==> config.mk <==
export PLATFORM = sky130hd
export DESIGN_NAME = rt_compare
export DESIGN_NICKNAME = d
export VERILOG_FILES = /design/src/rtl/rt_compare_pkg.sv /design/src/rtl/rt_compare_dp.sv /design/src/rtl/rt_compare_ctl.sv /design/src/rtl/rt_compare.sv
export SDC_FILE = /design/constraint.sdc
export NUM_CORES = 1
export LEC_CHECK = 0
export CORE_ASPECT_RATIO = 0.7
export CORE_MARGIN = 3
export CORE_UTILIZATION = 33
export DETAILED_ROUTE_END_ITERATION = 16
export PLACE_DENSITY = 0.77
export SLEW_MARGIN = 15
export SYNTH_ARGS = -nofsm -noshare
export SYNTH_HDL_FRONTEND = slang
export SYNTH_SLANG_ARGS = --single-unit
==> constraint.sdc <==
create_clock -name clk -period 2 [get_ports clk]
set_input_delay 0.4 -clock clk [delete_from_list [all_inputs] [get_ports clk]]
set_output_delay 0.4 -clock clk [all_outputs]
set_load 0.01 [all_outputs]
==> src/rtl/rt_compare_pkg.sv <==
package rt_compare_pkg;

  // Strobes issued by the record control to the datapath registers.
  typedef struct packed {
    logic clearRec;    // zero the fail counter this edge
    logic captureTag;  // load the tag address register
    logic incCount;    // one failing vector to add
  } cmpStrobe_t;

  typedef enum logic [1:0] {
    REC_IDLE   = 2'd0,
    REC_TAGGED = 2'd1,
    REC_HALTED = 2'd2
  } recState_t;

endpackage

==> src/rtl/rt_compare_dp.sv <==
module rt_compare_dp
  import rt_compare_pkg::*;
#(
  parameter int PINS    = 64,
  parameter int LANE_W  = 8,
  parameter int ADDR_W  = 20,
  parameter int COUNT_W = 32
) (
  input  logic               clk,
  input  logic               rst_n,
  input  logic               vecValid,
  input  logic               cmpEnable,
  input  logic [PINS-1:0]    actualData,
  input  logic [PINS-1:0]    expectData,
  input  logic [PINS-1:0]    pinMask,
  input  logic [ADDR_W-1:0]  vecAddr,
  input  cmpStrobe_t         strobe,
  output logic               anyFail,
  output logic [PINS-1:0]    failWord,
  output logic               errFlag,
  output logic [ADDR_W-1:0]  tagAddr,
  output logic [COUNT_W-1:0] failCount
);

  localparam int LANES = PINS / LANE_W;
  localparam logic [COUNT_W-1:0] COUNT_MAX = {COUNT_W{1'b1}};
  localparam logic [COUNT_W-1:0] COUNT_ONE = {{(COUNT_W-1){1'b0}}, 1'b1};

  logic              checkGate;
  logic [PINS-1:0]   failNext;
  logic [LANES-1:0]  laneHit;

  assign checkGate = vecValid & cmpEnable;

  // Compare is split into lanes so the OR tree stays shallow per lane.
  for (genvar g = 0; g < LANES; g++) begin : g_lane
    logic [LANE_W-1:0] laneDiff;
    assign laneDiff = (actualData[g*LANE_W +: LANE_W] ^ expectData[g*LANE_W +: LANE_W])
                      & ~pinMask[g*LANE_W +: LANE_W];
    assign failNext[g*LANE_W +: LANE_W] = checkGate ? laneDiff : '0;
    assign laneHit[g] = |failNext[g*LANE_W +: LANE_W];
  end

  assign anyFail = |laneHit;

  always_ff @(posedge clk or negedge rst_n) begin
    if (!rst_n) begin
      failWord <= '0;
      errFlag  <= 1'b0;
    end else begin
      failWord <= failNext;
      errFlag  <= anyFail;
    end
  end

  always_ff @(posedge clk or negedge rst_n) begin
    if (!rst_n) begin
      tagAddr <= '0;
    end else if (strobe.captureTag) begin
      tagAddr <= vecAddr;
    end
  end

  always_ff @(posedge clk or negedge rst_n) begin
    if (!rst_n) begin
      failCount <= '0;
    end else if (strobe.clearRec) begin
      failCount <= strobe.incCount ? COUNT_ONE : '0;
    end else if (strobe.incCount && (failCount != COUNT_MAX)) begin
      failCount <= failCount + COUNT_ONE;
    end
  end

  // masked pins stay silent
  assert_mask_silent_R2: assert property (@(posedge clk) disable iff (!rst_n)
    ((failWord & $past(pinMask)) == '0));

  // disabled or idle vector yields no fail bits
  assert_disabled_quiet_R3: assert property (@(posedge clk) disable iff (!rst_n)
    !($past(vecValid) && $past(cmpEnable)) |-> (failWord == '0));

  // flag tracks the registered word
  assert_flag_matches_R4: assert property (@(posedge clk) disable iff (!rst_n)
    errFlag == (failWord != '0));

  // counter never wraps
  assert_no_wrap_R9: assert property (@(posedge clk) disable iff (!rst_n)
    ($past(failCount) == COUNT_MAX && !$past(strobe.clearRec)) |-> (failCount == COUNT_MAX));

endmodule

==> src/rtl/rt_compare_ctl.sv <==
module rt_compare_ctl
  import rt_compare_pkg::*;
(
  input  logic       clk,
  input  logic       rst_n,
  input  logic       anyFail,
  input  logic       stopOnError,
  input  logic       tagClear,
  output cmpStrobe_t strobe,
  output logic       tagValid,
  output logic       haltReq
);

  recState_t recState, recNext;

  always_comb begin
    strobe.clearRec   = tagClear;
    strobe.incCount   = anyFail;
    strobe.captureTag = anyFail && (tagClear || recState == REC_IDLE);

    recNext = recState;
    if (tagClear) begin
      if (anyFail) recNext = stopOnError ? REC_HALTED : REC_TAGGED;
      else         recNext = REC_IDLE;
    end else if (anyFail) begin
      if (stopOnError || recState == REC_HALTED) recNext = REC_HALTED;
      else                                       recNext = REC_TAGGED;
    end
  end

  always_ff @(posedge clk or negedge rst_n) begin
    if (!rst_n) recState <= REC_IDLE;
    else        recState <= recNext;
  end

  assign tagValid = (recState != REC_IDLE);
  assign haltReq  = (recState == REC_HALTED);

  // a halt only ever starts from stop-on-error mode
  assert_halt_needs_stop_R6: assert property (@(posedge clk) disable iff (!rst_n)
    $rose(haltReq) |-> $past(stopOnError));

  // halt is sticky until cleared
  assert_halt_sticky_R5: assert property (@(posedge clk) disable iff (!rst_n)
    ($past(haltReq) && !$past(tagClear)) |-> haltReq);

  // a halt always comes with a held tag
  assert_halt_has_tag_R5: assert property (@(posedge clk) disable iff (!rst_n)
    haltReq |-> tagValid);

endmodule

==> src/rtl/rt_compare.sv <==
module rt_compare
  import rt_compare_pkg::*;
#(
  parameter int PINS    = 64,
  parameter int LANE_W  = 8,
  parameter int ADDR_W  = 20,
  parameter int COUNT_W = 32
) (
  input  logic               clk,
  input  logic               rst_n,
  input  logic               vecValid,
  input  logic               cmpEnable,
  input  logic [PINS-1:0]    actualData,
  input  logic [PINS-1:0]    expectData,
  input  logic [PINS-1:0]    pinMask,
  input  logic [ADDR_W-1:0]  vecAddr,
  input  logic               stopOnError,
  input  logic               tagClear,
  output logic [PINS-1:0]    failWord,
  output logic               errFlag,
  output logic               tagValid,
  output logic [ADDR_W-1:0]  tagAddr,
  output logic [COUNT_W-1:0] failCount,
  output logic               haltReq
);

  cmpStrobe_t strobe;
  logic       anyFail;

  rt_compare_dp #(
    .PINS(PINS), .LANE_W(LANE_W), .ADDR_W(ADDR_W), .COUNT_W(COUNT_W)
  ) u_dp (
    .clk(clk), .rst_n(rst_n),
    .vecValid(vecValid), .cmpEnable(cmpEnable),
    .actualData(actualData), .expectData(expectData), .pinMask(pinMask),
    .vecAddr(vecAddr), .strobe(strobe), .anyFail(anyFail),
    .failWord(failWord), .errFlag(errFlag),
    .tagAddr(tagAddr), .failCount(failCount)
  );

  rt_compare_ctl u_ctl (
    .clk(clk), .rst_n(rst_n),
    .anyFail(anyFail), .stopOnError(stopOnError), .tagClear(tagClear),
    .strobe(strobe), .tagValid(tagValid), .haltReq(haltReq)
  );

  // held tag address is not overwritten by later failures
  assert_tag_held_R7: assert property (@(posedge clk) disable iff (!rst_n)
    ($past(tagValid) && !$past(tagClear)) |-> (tagValid && $stable(tagAddr)));

endmodule

==> impl_metrics.csv, run 1 <==
group,metric,value,unit
setup_path,required,2.28,ns
timing,slew_violations,0,
clocking,path_clk_slew,0.06,ns
finish,fin_area,11800,µm²
synthesis,syn_inst,474,
drt,totalWireLength,24.5,mm
run,drv_cap,0,
global_route,grt_pass1_vias,6340,
placed_design,post_dp_cell_area,9660,µm²
finish,final_cell_mix,"clkdlybuf4s50_1 (168), buf_4 (154), dfrtp_1 (118)",
placed_design,dp_hpwl,16.3,mm
global_route,grt.overflow.total,0,
clocking,cts_htree_levels,4,
synthesis,yosys_warnings,0,
finish,diodes,0,
finish,nFillCells,994,
floorplanning,pin_count,337,
synthesis,synth-seq-cells,119,
drt,wl_per_cell,20.4,µm
clocking,cts-buffers-inserted,17,
drt,detail-route-antenna-nets,0,
synthesis,syn_avg_cell_area,11.2,µm²
hold_path,hold_path.class,"input pin to flip-flop",
synthesis,netlist_area,5310,µm²
setup_path,worst_setup_path_end_kind,"flip-flop",
global_route,grtUsageTotal,0.266,
finish,synthToLayoutAreaGrowth,123,%
drt,dr.first_iter.drc_count,244,
drt,dr.pass1.iters,5,
placed_design,dp_slack,-1.44,ns
power_and_ir_drop,p_seq_frac,0.341,
clocking,worstSkewPairLatency,0.40,ns
timing,finalWorstSetupSlack,-0.390,ns
placed_design,port_buffers,336,
timing,grt_setup_unrepaired,"true",
finish,layout.cells.most_common,"clkdlybuf4s50_1",
finish,drive_above_1_share,0.413,
floorplanning,fp.dieArea,17700,µm²
setup_path,cp_max_fo,7,
clocking,tritoncts,"built",
power_and_ir_drop,peakVddDrop,0.497,mV
timing,tightest_slew,0.410,ns
setup_path,critPathLaunchType,"input pin",
run_status,status,"finished, violations left",
finish,fin_nets,1207,
drt,via_per_inst,4.87,
floorplanning,die_w,158,µm
finish,regArea,2980,µm²
power_and_ir_drop,power_switching,1840,µW
finish,multi_input_area,3310,µm²
timing,period_minus_slack,2.39,ns
clocking,cts_buffer_depth,2,
synthesis,synth_edf_count,0,
timing,period_share,1.19,
global_route,grt_pass1_wl,35.6,mm
timing,finalHoldViolCount,0,
placed_design,gp_congestion,0.869,
floorplanning,fp.dieH,112,µm
setup_path,crit_type,"input pin to flip-flop",
timing,finalSetupTns,-14.82,ns
timing,fmax,0.418,GHz
timing,setup_viol,57,
power_and_ir_drop,power.leakage,0.00541,µW
synthesis,synthFlopType,"dfrtp_1",
clocking,cts.sinks,119,
timing,relSlewSlack,0.727,
setup_path,worstPathArrival,2.67,ns
timing,fin_skew,0.0108,ns
floorplanning,row_count,38,
drt,num_vias,5849,
global_route,grt_start_max_net_pins,38,
synthesis,yosysSeqAreaShare,0.561,
power_and_ir_drop,cellPowerDensity,640,nW/µm²
run_status,violations,"setup timing",
synthesis,synthArstFlopShare,1.00,
power_and_ir_drop,clkPwrFrac,0.441,
power_and_ir_drop,intPower,5740,µW
synthesis,ys_types,40,
power_and_ir_drop,switching_share,0.242,
global_route,antenna_found_initial,0,
floorplanning,initial_core_util,0.339,
power_and_ir_drop,combPwrFrac,0.217,
floorplanning,core,15600,µm²
synthesis,syn_nets,693,
clocking,ctsRootBufferMaster,"clkbuf_16",
drt,drcViolationCount,0,
-- power by group through the flow --
stage	clock network (µW)	registers [µW]	logic, µW
floorplan	0	2680	407
global placement	0	2620	1370
detailed placement	0	2620	1380
CTS	3380	2580	1560
global route	3520	2600	1730
finish	3340	2580	1640
-- per-stage QoR --
step | utilization | std cells | total power [µW] | hold slack, ns
after global placement | 0.618 | 1081 | 3980 | 0.364
after detailed placement | 0.618 | 1081 | 4000 | 0.363
after global routing | 0.757 | 1201 | 7850 | 0.180
after CTS | 0.739 | 1188 | 7530 | 0.273
after floorplan | - | 474 | 3080 | 0.104
final | 0.757 | 1201 | 7570 | 0.190
-- state kept, by name (all words and copies together) (netlist names) --
name            count
u_dp.failCount     32
u_dp.failWord      64
u_ctl.recState      2
u_dp.tagAddr       20
u_dp.errFlag        1
-- layer usage --
layer,global-route usage,up-vias,share of wire
met1,0.332,2860,0.39
met4,0.0746,0,0.018
met5,0,-,0
li1,-,2715,-
met2,0.465,242,0.52
met3,0.0586,32,0.067
-- synth_stat cells (3+ instances only) --
master / n / share of area
a21oi_1: 10 / 0.0094
a31o_1: 3 / 0.0050
and3_1: 6 / 0.0071
and4_1: 3 / 0.0050
buf_2: 6 / 0.0057
buf_4: 6 / 0.0085
clkbuf_1: 5 / 0.0035
dfrtp_1: 119 / 0.56
inv_1: 7 / 0.0050
mux2_1: 25 / 0.053
nand2_1: 11 / 0.0078
nand3_1: 16 / 0.015
nand4_1: 10 / 0.012
nor2_1: 35 / 0.025
nor2b_1: 6 / 0.0071
nor3_1: 76 / 0.072
nor4_1: 18 / 0.021
or3_1: 5 / 0.0059
xnor2_1: 80 / 0.13
-- path summary, 6_finish.rpt --
path	slack [ns]	from	endpoint	depth (start not counted)
worst max-delay path	-0.39	expectData[28]	u_dp.tagAddr[10]$_DFFE_PN0P_	11
worst min-delay path	0.19	pinMask[47]	u_dp.failWord[47]$_DFF_PN0_	2
worst max register to register	-0.11	u_dp.failCount[18]$_DFFE_PN0P_	u_dp.failCount[3]$_DFFE_PN0P_	10
worst min register to register	0.51	u_dp.tagAddr[5]$_DFFE_PN0P_	u_dp.tagAddr[5]$_DFFE_PN0P_	1
max in group asynchronous	0.94	rst_n	u_dp.failWord[59]$_DFF_PN0_	3
min in group asynchronous	0.47	rst_n	u_dp.failCount[6]$_DFFE_PN0P_	2
-- repair_timing --
item	4_1_cts	5_1_grt
pin swaps	78	50
gates cloned	7	1
setup endpoints to repair	56	58
buffers inserted	67	12
hold buffers	1	0
hold endpoints to repair	25	0
resized for setup	382	78
-- critical path, stage by stage --
cell,delay [ns]
dlygate4sd2_1,0.26
xnor2_1,0.28
nor3_4,0.09
nor4_2,0.26
buf_4,0.17
nand4_1,0.14
nor4_4,0.22
buf_6,0.18
a21o_4,0.19
clkbuf_16,0.18
mux2_4,0.31
-- cell type report --
class                   instances  area share
inverters                       8     0.00254
well taps                     200      0.0211
clock buffers                  21      0.0380
multi-input cells             335       0.279
clock inverters                11      0.0166
flip-flops and latches        119       0.252
repair buffers                507       0.391
-- cell families after synthesis --
logic type                 after synthesis  synth area share
buffers and inverters                   25            0.0233
and+or+nand+nor                        199             0.198
adders and majority gates                1           0.00236
DFF                                    119             0.561
muxes                                   25            0.0530
xor gates and xnor gates                80             0.132
AOI/OAI and AO/OA                       25            0.0309
Power figures use the tool's default switching activity.
==> run 2, diff against run 1 <==
--- a/config.mk
+++ b/config.mk
@@ -5,8 +5,8 @@
 export SDC_FILE = /design/constraint.sdc
 export NUM_CORES = 1
 export LEC_CHECK = 0
-export CORE_ASPECT_RATIO = 0.7
-export CORE_MARGIN = 3
+export CORE_ASPECT_RATIO = 0.9
+export CORE_MARGIN = 1.5
 export CORE_UTILIZATION = 33
 export DETAILED_ROUTE_END_ITERATION = 16
 export PLACE_DENSITY = 0.77
==> impl_metrics.csv, run 2 (synthesized netlist as in run 1, its figures left out) <==
group,metric,value,unit
run_status,status,"finished, violations left",
run_status,violations,"setup timing",
floorplanning,die_w,137,µm
power_and_ir_drop,peakVddDrop,0.527,mV
power_and_ir_drop,cellPowerDensity,624,nW/µm²
clocking,path_clk_slew,0.06,ns
hold_path,hold_depth,2,
clocking,cts.sinks,119,
setup_path,r2r_setup_slack,-0.19,ns
global_route,antenna_found_initial,3,
setup_path,crit_end,"u_dp.tagAddr[15]$_DFFE_PN0P_",
timing,relSlewSlack,0.744,
finish,largest_register,"u_dp.failWord",
drt,via_per_inst,4.99,
setup_path,worstSetupStartpoint,"expectData[1]",
global_route,grt.overflow.total,0,
drt,wl_per_cell,20.0,µm
finish,largest_register_ffs,64,
timing,grt_setup_unrepaired,"true",
placed_design,dp_cells,1087,
global_route,grtUsageTotal,0.270,
drt,num_vias,5794,
clocking,tritoncts,"built",
finish,drive_above_1_share,0.406,
hold_path,hold_path.class,"input pin to flip-flop",
timing,period_share,1.17,
clocking,cts_htree_levels,4,
finish,final_cell_mix,"clkdlybuf4s50_1 (168), dfrtp_1 (118), dlygate4sd2_1 (106)",
setup_path,reg2reg_depth,9,
clocking,cts_buffer_depth,2,
run,drv_cap,0,
timing,whs,0.176,ns
placed_design,dp_hpwl,16.1,mm
finish,fin_nets,1160,
placed_design,port_buffers,336,
global_route,grt_pass1_vias,6049,
finish,fin_cells,1160,
clocking,worstSkewPairLatency,0.41,ns
clocking,cts-buffers-inserted,17,
drt,dr.first_iter.drc_count,243,
setup_path,crit_type,"input pin to flip-flop",
timing,fin_skew,0.0115,ns
finish,top_regs,"u_dp.failWord x64, u_dp.failCount x32, u_dp.tagAddr x20",
setup_path,cp_max_fo,6,
floorplanning,core,15500,µm²
drt,drcViolationCount,0,
floorplanning,row_count,43,
timing,period_minus_slack,2.33,ns
placed_design,gp_congestion,0.978,
finish,layout.cells.most_common,"clkdlybuf4s50_1",
finish,regArea,2980,µm²
timing,slew_violations,0,
timing,tightest_slew,0.384,ns
finish,synthToLayoutAreaGrowth,123,%
setup_path,r2r-end,"u_dp.failCount[25]$_DFFE_PN0P_",
setup_path,worstPathArrival,2.62,ns
finish,nFillCells,975,
floorplanning,fp.dieArea,16900,µm²
floorplanning,pin_count,337,
drt,totalWireLength,23.2,mm
setup_path,critPathLaunchType,"input pin",
finish,multi_input_area,3540,µm²
drt,dr.pass1.iters,5,
floorplanning,initial_core_util,0.341,
timing,setup_viol,55,
setup_path,required,2.29,ns
global_route,grt_pass1_wl,33.4,mm
setup_path,timing.rr.start,"u_dp.failCount[17]$_DFFE_PN0P_",
setup_path,worst_setup_path_end_kind,"flip-flop",
global_route,grt_start_max_net_pins,42,
timing,fmax,0.429,GHz
drt,detail-route-antenna-nets,0,
clocking,ctsRootBufferMaster,"clkbuf_16",
floorplanning,fp.dieH,123,µm
timing,finalHoldViolCount,0,
timing,finalWorstSetupSlack,-0.330,ns
power_and_ir_drop,power.leakage,0.00524,µW
==> run 2: cell types whose count changed in the layout (fill, tap and decap cells not counted), sizes merged <==
cell,change
dlygate4sd2,+15
inv,+1
buf,-39
bufinv,-2
clkdlybuf4s15,-4
clkinv,+3
clkbuf,-13
dlymetal6s2s,-6
nand2,-3
diode,+4
clkinvlp,+1
==> run 2: report_power, final <==
group	internal, µW	switching, µW
registers	2520	65.3
logic	958	684
clock network	2000	1160
total	5480	1910
==> run 2: cell type report <==
class                   count  area share
clock inverters            14      0.0148
diodes                      4    0.000845
inverters                   8     0.00253
clock buffers              18      0.0371
repair buffers            463       0.373
flip-flops and latches    119       0.251
well taps                 202      0.0213
multi-input cells         332       0.299
==> run 2: per-stage QoR <==
step	setup WS, ns	util	setup TNS (ns)	power [µW]	area, µm²
after floorplan	-0.248	-	-8.89	3080	5500
after global placement	-1.35	0.628	-67.57	4020	9760
after detailed placement	-1.38	0.628	-69.35	4030	9760
after CTS	-0.248	0.739	-9.06	7350	11500
after global routing	-0.355	0.762	-14.19	7660	11800
final	-0.330	0.762	-12.17	7390	11800
==> run 2: worst max-delay path: stages <==
cell,delay (ns)
clkdlybuf4s15_1,0.23
xnor2_2,0.23
nor3_2,0.08
nor4_2,0.29
nand4_1,0.16
buf_4,0.18
nor4_4,0.25
buf_12,0.17
a21o_4,0.17
clkbuf_16,0.17
mux2_4,0.30
==> run 2: layer usage <==
layer | routed length [µm] | track usage | vias up
li1 | - | - | 2625
met1 | 8200 | 0.308 | 2840
met2 | 12600 | 0.478 | 270
met3 | 1560 | 0.0701 | 59
met4 | 883 | 0.112 | 0
met5 | 0 | 0 | -
==> run 2: repair_timing <==
action	CTS	global route
hold endpoints to repair	23	0
buffers inserted	34	9
endpoints found under the setup margin	56	54
hold buffers	1	0
pin swaps	148	59
resized for setup	455	64
gates cloned	4	2
==> run 2: how the worst min path moves through the flow <==
stage                           start                        endpoint
after floorplan                 rst_n   u_ctl.recState[0]$_DFFE_PN0P_
after global placement          rst_n  u_dp.failCount[24]$_DFFE_PN0P_
after detailed placement        rst_n  u_dp.failCount[26]$_DFFE_PN0P_
after CTS                 pinMask[38]     u_dp.failWord[38]$_DFF_PN0_
after global routing       pinMask[1]      u_dp.failWord[1]$_DFF_PN0_
final                     pinMask[50]     u_dp.failWord[50]$_DFF_PN0_
